### config.mk
export PLATFORM = sky130hd
export DESIGN_NAME = perf_split_counters
export DESIGN_NICKNAME = d
export VERILOG_FILES = /design/src/rtl/pcu_pkg.sv /design/src/rtl/pcu_slice.sv /design/src/rtl/pcu_status.sv /design/src/rtl/perf_split_counters.sv
export SDC_FILE = /design/constraint.sdc
export NUM_CORES = 1
export LEC_CHECK = 0
export ABC_CLOCK_PERIOD_IN_PS = 4200
export BUFFER_PORTS_ARGS = -buffer_cell sky130_fd_sc_hd__buf_2
export CAP_MARGIN = 15
export CORE_MARGIN = 10
export CORE_UTILIZATION = 65
export DETAILED_ROUTE_END_ITERATION = 8
export PLACE_DENSITY_LB_ADDON = 0.15
export SYNTH_ARGS = -nofsm -noshare
export SYNTH_HDL_FRONTEND = slang
export SYNTH_HIERARCHICAL = 1
export SYNTH_SLANG_ARGS = --single-unit
### constraint.sdc
create_clock -name clk -period 4.2 [get_ports clk]
set_input_delay 0 -clock clk [delete_from_list [all_inputs] [get_ports clk]]
set_output_delay 0 -clock clk [all_outputs]
set_load 0.01 [all_outputs]
### src/rtl/pcu_pkg.sv
package pcu_pkg;
  localparam int BUS_W       = 64;
  localparam int REG_W       = 32;
  localparam int CTRL_EN_BIT = 0;
  localparam int CTRL_SPLIT0 = 4;

  typedef struct packed {
    logic full;
    logic hi;
    logic lo;
  } ctr_wr_t;
endpackage

### src/rtl/pcu_slice.sv
module pcu_slice
  import pcu_pkg::*;
#(
  parameter int CW = 32
) (
  input  logic          clk,
  input  logic          rst,
  input  logic          en,
  input  logic          split,
  input  logic          commit,
  input  logic          ev_hi,
  input  logic          ev_lo,
  input  ctr_wr_t       wr,
  input  logic [CW-1:0] wdata,
  output logic [CW-1:0] live,
  output logic [CW-1:0] latch,
  output logic          pending,
  output logic          ovf_hi,
  output logic          ovf_lo
);
  localparam int HW = CW / 2;

  logic [CW-1:0] base;
  logic          take;

  assign base = pending ? latch : live;
  assign take = commit & pending;

  always_comb begin
    ovf_hi = 1'b0;
    ovf_lo = 1'b0;
    if (en && !take) begin
      if (split) begin
        ovf_hi = ev_hi && (live[CW-1:HW] == '1);
        ovf_lo = ev_lo && (live[HW-1:0] == '1);
      end else begin
        ovf_hi = ev_hi && (live == '1);
      end
    end
  end

  always_ff @(posedge clk) begin
    if (rst) begin
      live    <= '0;
      latch   <= '0;
      pending <= 1'b0;
    end else begin
      if (wr.full) begin
        latch   <= wdata;
        pending <= 1'b1;
      end else if (wr.hi) begin
        latch   <= {wdata[HW-1:0], base[HW-1:0]};
        pending <= 1'b1;
      end else if (wr.lo) begin
        latch   <= {base[CW-1:HW], wdata[HW-1:0]};
        pending <= 1'b1;
      end else if (take) begin
        pending <= 1'b0;
      end

      if (take) begin
        live <= latch;
      end else if (en) begin
        if (split) begin
          live[CW-1:HW] <= live[CW-1:HW] + HW'(ev_hi);
          live[HW-1:0]  <= live[HW-1:0] + HW'(ev_lo);
        end else begin
          live <= live + CW'(ev_hi);
        end
      end
    end
  end
endmodule

### src/rtl/pcu_status.sv
module pcu_status #(
  parameter int NLOG = 8
) (
  input  logic            clk,
  input  logic            rst,
  input  logic [NLOG-1:0] ovf,
  input  logic            rd_clr,
  input  logic            mask_wr,
  input  logic [NLOG-1:0] mask_in,
  output logic [NLOG-1:0] status_q,
  output logic [NLOG-1:0] mask_q,
  output logic            irq
);
  logic [NLOG-1:0] status_d;
  logic [NLOG-1:0] mask_d;

  assign status_d = (rd_clr ? '0 : status_q) | ovf;
  assign mask_d   = mask_wr ? mask_in : mask_q;

  always_ff @(posedge clk) begin
    if (rst) begin
      status_q <= '0;
      mask_q   <= '0;
      irq      <= 1'b0;
    end else begin
      status_q <= status_d;
      mask_q   <= mask_d;
      irq      <= |(status_d & mask_d);
    end
  end
endmodule

### src/rtl/perf_split_counters.sv
module perf_split_counters
  import pcu_pkg::*;
#(
  parameter int NPHYS = 4,
  parameter int CW    = 32,
  parameter int AW    = 4
) (
  input  logic               clk,
  input  logic               rst,
  input  logic               bus_wr,
  input  logic               bus_rd,
  input  logic [AW-1:0]      bus_addr,
  input  logic [BUS_W-1:0]   bus_wdata,
  output logic [BUS_W-1:0]   bus_rdata,
  input  logic [2*NPHYS-1:0] evt,
  output logic               irq
);
  localparam int NLOG      = 2 * NPHYS;
  localparam int HW        = CW / 2;
  localparam int PW        = $clog2(NPHYS);
  localparam int ADDR_CTRL = NLOG;
  localparam int ADDR_STAT = NLOG + 1;

  logic [REG_W-1:0]    wreg;
  logic [REG_W-1:0]    ctrl_q;
  logic                en_q;
  logic                ctrl_wr;
  logic                commit;
  logic                ctr_wr;
  logic                stat_rd;
  logic                stat_wr;
  logic [CW-1:0]       live_a  [NPHYS];
  logic [CW-1:0]       latch_a [NPHYS];
  logic [NPHYS-1:0]    pend_vec;
  logic [NPHYS*CW-1:0] live_flat;
  logic [NLOG-1:0]     ovf_vec;
  logic [NLOG-1:0]     status_q;
  logic [NLOG-1:0]     mask_q;
  logic [REG_W-1:0]    rd_val;
  logic [PW-1:0]       rd_p;
  logic [CW-1:0]       rd_raw;

  assign wreg    = bus_wdata[BUS_W-1:REG_W];
  assign en_q    = ctrl_q[CTRL_EN_BIT];
  assign ctrl_wr = bus_wr && (int'(bus_addr) == ADDR_CTRL);
  assign commit  = ctrl_wr && wreg[CTRL_EN_BIT];
  assign ctr_wr  = bus_wr && (int'(bus_addr) < NLOG);
  assign stat_rd = bus_rd && (int'(bus_addr) == ADDR_STAT);
  assign stat_wr = bus_wr && (int'(bus_addr) == ADDR_STAT);

  always_ff @(posedge clk) begin
    if (rst) begin
      ctrl_q <= '0;
    end else if (ctrl_wr) begin
      ctrl_q <= wreg;
    end
  end

  for (genvar p = 0; p < NPHYS; p++) begin : g_ctr
    logic    sel_up;
    logic    sel_dn;
    logic    split;
    ctr_wr_t wr;

    assign split   = ctrl_q[CTRL_SPLIT0 + p];
    assign sel_up  = ctr_wr && (int'(bus_addr) == p);
    assign sel_dn  = ctr_wr && (int'(bus_addr) == p + NPHYS);
    assign wr.full = (sel_up || sel_dn) && !split;
    assign wr.hi   = sel_up && split;
    assign wr.lo   = sel_dn && split;

    pcu_slice #(.CW(CW)) u_slice (
      .clk     (clk),
      .rst     (rst),
      .en      (en_q),
      .split   (split),
      .commit  (commit),
      .ev_hi   (evt[p]),
      .ev_lo   (evt[p + NPHYS]),
      .wr      (wr),
      .wdata   (wreg[CW-1:0]),
      .live    (live_a[p]),
      .latch   (latch_a[p]),
      .pending (pend_vec[p]),
      .ovf_hi  (ovf_vec[p]),
      .ovf_lo  (ovf_vec[p + NPHYS])
    );

    assign live_flat[p*CW +: CW] = live_a[p];
  end

  pcu_status #(.NLOG(NLOG)) u_status (
    .clk      (clk),
    .rst      (rst),
    .ovf      (ovf_vec),
    .rd_clr   (stat_rd),
    .mask_wr  (stat_wr),
    .mask_in  (wreg[NLOG-1:0]),
    .status_q (status_q),
    .mask_q   (mask_q),
    .irq      (irq)
  );

  assign rd_p   = bus_addr[PW-1:0];
  assign rd_raw = (pend_vec[rd_p] && !en_q) ? latch_a[rd_p] : live_a[rd_p];

  always_comb begin
    rd_val = '0;
    if (int'(bus_addr) < NLOG) begin
      if (ctrl_q[CTRL_SPLIT0 + int'(rd_p)]) begin
        rd_val = (int'(bus_addr) < NPHYS) ? REG_W'(rd_raw[CW-1:HW])
                                          : REG_W'(rd_raw[HW-1:0]);
      end else begin
        rd_val = REG_W'(rd_raw);
      end
    end else if (int'(bus_addr) == ADDR_CTRL) begin
      rd_val = ctrl_q;
    end else if (int'(bus_addr) == ADDR_STAT) begin
      rd_val = REG_W'(status_q);
    end
  end

  always_ff @(posedge clk) begin
    if (rst) begin
      bus_rdata <= '0;
    end else if (bus_rd) begin
      bus_rdata <= {rd_val, {(BUS_W-REG_W){1'b0}}};
    end
  end
endmodule

==> run_results.csv <==
group,metric,value,unit
outcome,run_status,"complete, but fails checks",
outcome,violations,"DRC",
global_route,via_count_of_the_first_global_routing_pass,18690,
route,detail-route-antenna-nets,0,
critical_path,critical_path_peak_fanout,18,
sta,post-route-period-util,72.54,%
clocking,cts.reportedPaths.clkPinSlew,60,ps
sta,finalWorstPathRequiredPeriod,3047,ps
synth,post_synthesis_mean_instance_area,8.265,sq um
placed_design,port-buffer-count,80,
critical_path,worst_ep_required_time,4610,ps
synth,yosys-mux-area-fraction,15.53,%
critical_path,critPathKind,"in -> reg",
layout,final_cell_area,22630,sq um
floorplan,floorplan.die.width,197.9,microns
synth,synth-simple-area-share,21.64,%
route,drc_errors,2,
critical_path,cp_cell_sequence,"dlygate4sd3_1 > buf_2 > nor4b_4 > and2_0 > nand2_1 > inv_1 > nand2_1 > nand2_1 > a2111oi_1 > buf_4 > a21oi_1 > o22ai_1 > o41a_1",
floorplan,coreArea,31390,sq um
sta,timing.setup.tns,0,ps
sta,fmax,328.2,MHz
sta,timing.final.max_slew_violations,0,
clocking,cts-resized-gates,0,
power,pwrdens,326.7,nW/um^2
synth,post_synth_fa_ha_maj_area_fraction,1.459,%
critical_path,critical_path.reg2reg.endpoint,"u_status/irq",
hold_path,min-delay-start,"evt[6]",
route,via_count,20930,
clocking,clock_network_latency_to_the_later_pin_of_the_worst_skew_pair,530,ps
hold_path,min_delay_endpoint,"u_status/status_q[6]",
synth,synth_edf_count,0,
critical_path,critPathTopFamily,"buffers and inverters",
synth,post_synth_num_cell_types,67,
clocking,clockRootBuffer,"clkbuf_16",
layout,final_cell_mix,"dfxtp_1 (340), nor2_1 (314), nand2_1 (219)",
critical_path,critical_path.max_stage_delay,520,ps
layout,final_common_cell,"dfxtp_1",
global_route,grt_antenna_before_repair,4,
sta,grt_setup_unrepaired,"no",
route,drtIter0Drc,2712,
global_route,wire_length_of_the_first_global_routing_pass,118.6,mm
layout,layout.core_utilization,72.10,%
synth,yosysWarningCount,6,
floorplan,die_height,197.9,microns
sta,timing.max_slew.rel_slack,20.03,%
synth,synth-compound-area-share,19.04,%
critical_path,ff2ff_path_depth,8,
synth,number_of_flip_flops_and_latches_in_the_synthesized_netlist,341,
route,drt_pre_antenna_iters,9,
clocking,cts_buffers,39,
sta,finClkSkew,12.80,ps
sta,worstMarginPinSlew,1169,ps
layout,area.growth.synth_to_final,9.983,%
clocking,htree_num_levels,2,
hold_path,hold_path.class,"in -> reg",
placed_design,routabilityCongestion,1.117,
global_route,grt_start_max_net_pins,101,
critical_path,critical_path.startpoint_type,"input pin",
clocking,cts_tree,"done",
layout,layout.nets,2599,
critical_path,worst_setup_path_end_kind,"flip-flop",
route,wirelength,80.31,mm
floorplan,row_count,65,
clocking,post-cts-setup-buffers,0,
synth,netlist_area,20580,sq um
route,route.detailed.wl_per_inst,27.41,microns
critical_path,slowest_stage,"dlygate4sd3_1",
critical_path,regToRegStartpoint,"g_ctr[2].u_slice/live[11]",
critical_path,crit_arrival,3460,ps
synth,synth_async_sr_flop_share,0,%
critical_path,timing.critical_path.buf_inv,4,
floorplan,io_pins,145,
floorplan,die-area,39180,sq um
route,route.detailed.vias_per_inst,7.144,
synth,synth_xor_area_share,3.064,%
critical_path,reg2reg_setup_slack,1190,ps
sta,hold_viol,0,
floorplan,initial_core_util,65.56,%
layout,drive_above_1_share,13.51,%
placed_design,placed_cell_area,20930,sq um
job,max_cap_viol_count,0,
hold_path,hold-path-cell-count,5,
placed_design,place.detailed.hpwl,56.89,mm
power,static-leakage-power,8.383,nW
synth,synth-seq-area-share,33.17,%
synth,largest_family_of_logic_cells_by_synthesized_area,"simple AND/OR/NAND/NOR gates",
critical_path,critical_path.most_common_cell,"nand2_1",
clocking,cts-root-to-sink-buffers,3,
clocking,hold_buffers,39,
synth,synth-main-ff-cell,"dfxtp_1",
power,max-vdd-ir-drop,0.3328,mV
synth,syn_inst,2490,
sta,setup-violations-final,0,
clocking,numClockSinks,341,
global_route,grt.overflow.total,0,
global_route,grt_usage,39.87,%
[flip-flops by register name (all words and copies together), names as in the netlist]
name                   cells
u_status/irq               1
g_ctr.u_slice/latch      128
bus_rdata                 32
u_status/status_q          8
ctrl_q                    32
g_ctr.u_slice/live       128
u_status/mask_q            8
g_ctr.u_slice/pending      4
[stage by stage]
| stage | hold WS [ps] | power (mW) | std cells | setup slack, ps |
|---|---|---|---|---|
| 6_report | 43.20 | 7.394 | 2930 | 1153 |
| 5_1_grt | 46.72 | 7.568 | 2928 | 1058 |
| 4_1_cts | 20.41 | 7.348 | 2925 | 1301 |
| 3_5_place_dp | 337.1 | 3.983 | 2816 | 1060 |
| 3_3_place_gp | 332.7 | 3.968 | 2816 | 1047 |
| 2_1_floorplan | 136.0 | 3.774 | 2521 | 1653 |
[power by group]
part	leakage (nW)	total (mW)	internal [mW]	switching (mW)
clock network	0.628	3.41	2.01	1.40
logic	4.99	0.605	0.202	0.403
registers	2.76	3.38	3.30	0.0807
[logic make-up after synthesis]
group           after synthesis
compound gates              607
xor+xnor                     72
fa+ha+maj                    24
buf+inv                     273
flops                       341
mux                         232
other cells                   1
simple gates                940
[cells in the mapped netlist, drive strengths merged, types with 20 or more instances]
cell type    n  area, sq um
a21oi      181        909.6
clkbuf     149        559.3
nand3       70        350.3
and2        21        131.4
a22oi       24        180.2
nor2       316         1191
mux2i      131         1311
o21ai      102        510.5
nor3       107        535.5
nand2b      21        131.4
mux2        36        405.4
and3        24        155.2
o22ai       69        437.9
a211oi     112        840.8
xor2        52        455.4
mux4        65         1479
inv         27        101.3
ha          24        300.3
xnor2       20        175.2
nor4        37        231.5
nand2      219        822.0
nand4       60        400.4
a31oi       24        150.1
buf         93        575.6
dfxtp      341         6827
[worst max-delay path by stage]
stage | start | end | slack, ps | depth (start not counted)
after floorplan | bus_addr[0] | g_ctr[3].u_slice/latch[0] | 1650 | 12
after global placement | bus_addr[0] | g_ctr[2].u_slice/live[28] | 1050 | 11
after detailed placement | bus_addr[0] | g_ctr[2].u_slice/live[28] | 1060 | 11
after CTS | bus_addr[3] | g_ctr[2].u_slice/live[28] | 1300 | 12
after global routing | bus_addr[3] | g_ctr[2].u_slice/live[28] | 1060 | 12
final | bus_addr[3] | u_status/irq | 1150 | 13
[worst reg2reg max path, delay by kind of cell, from the launching register on]
family,cells,cell delay [ps]
buffers and inverters,1,200
DFF,1,590
AOI/OAI and AO/OA,4,1510
and+or+nand+nor,3,650
[metal layers]
metal / global-route usage (%) / routed length, microns / up-vias
met1: 52.90 / 29860 / 9797
met4: 24.09 / 5748 / 2
met5: 0 / 18 / -
met3: 15.60 / 13220 / 284
li1: - / - / 9218
met2: 53.18 / 31460 / 1631
[layout make-up]
cell class | instances | area, sq um
repair buffers | 175 | 1256
flip-flops and latches | 341 | 6828
diodes | 4 | 10.01
clock buffers | 60 | 1187
clock inverters | 10 | 85.08
fillers | 2413 | 8758
well taps | 402 | 503.0
inverters | 31 | 116.4
multi-input cells | 1907 | 12650
(Power assumes the default switching activity.)
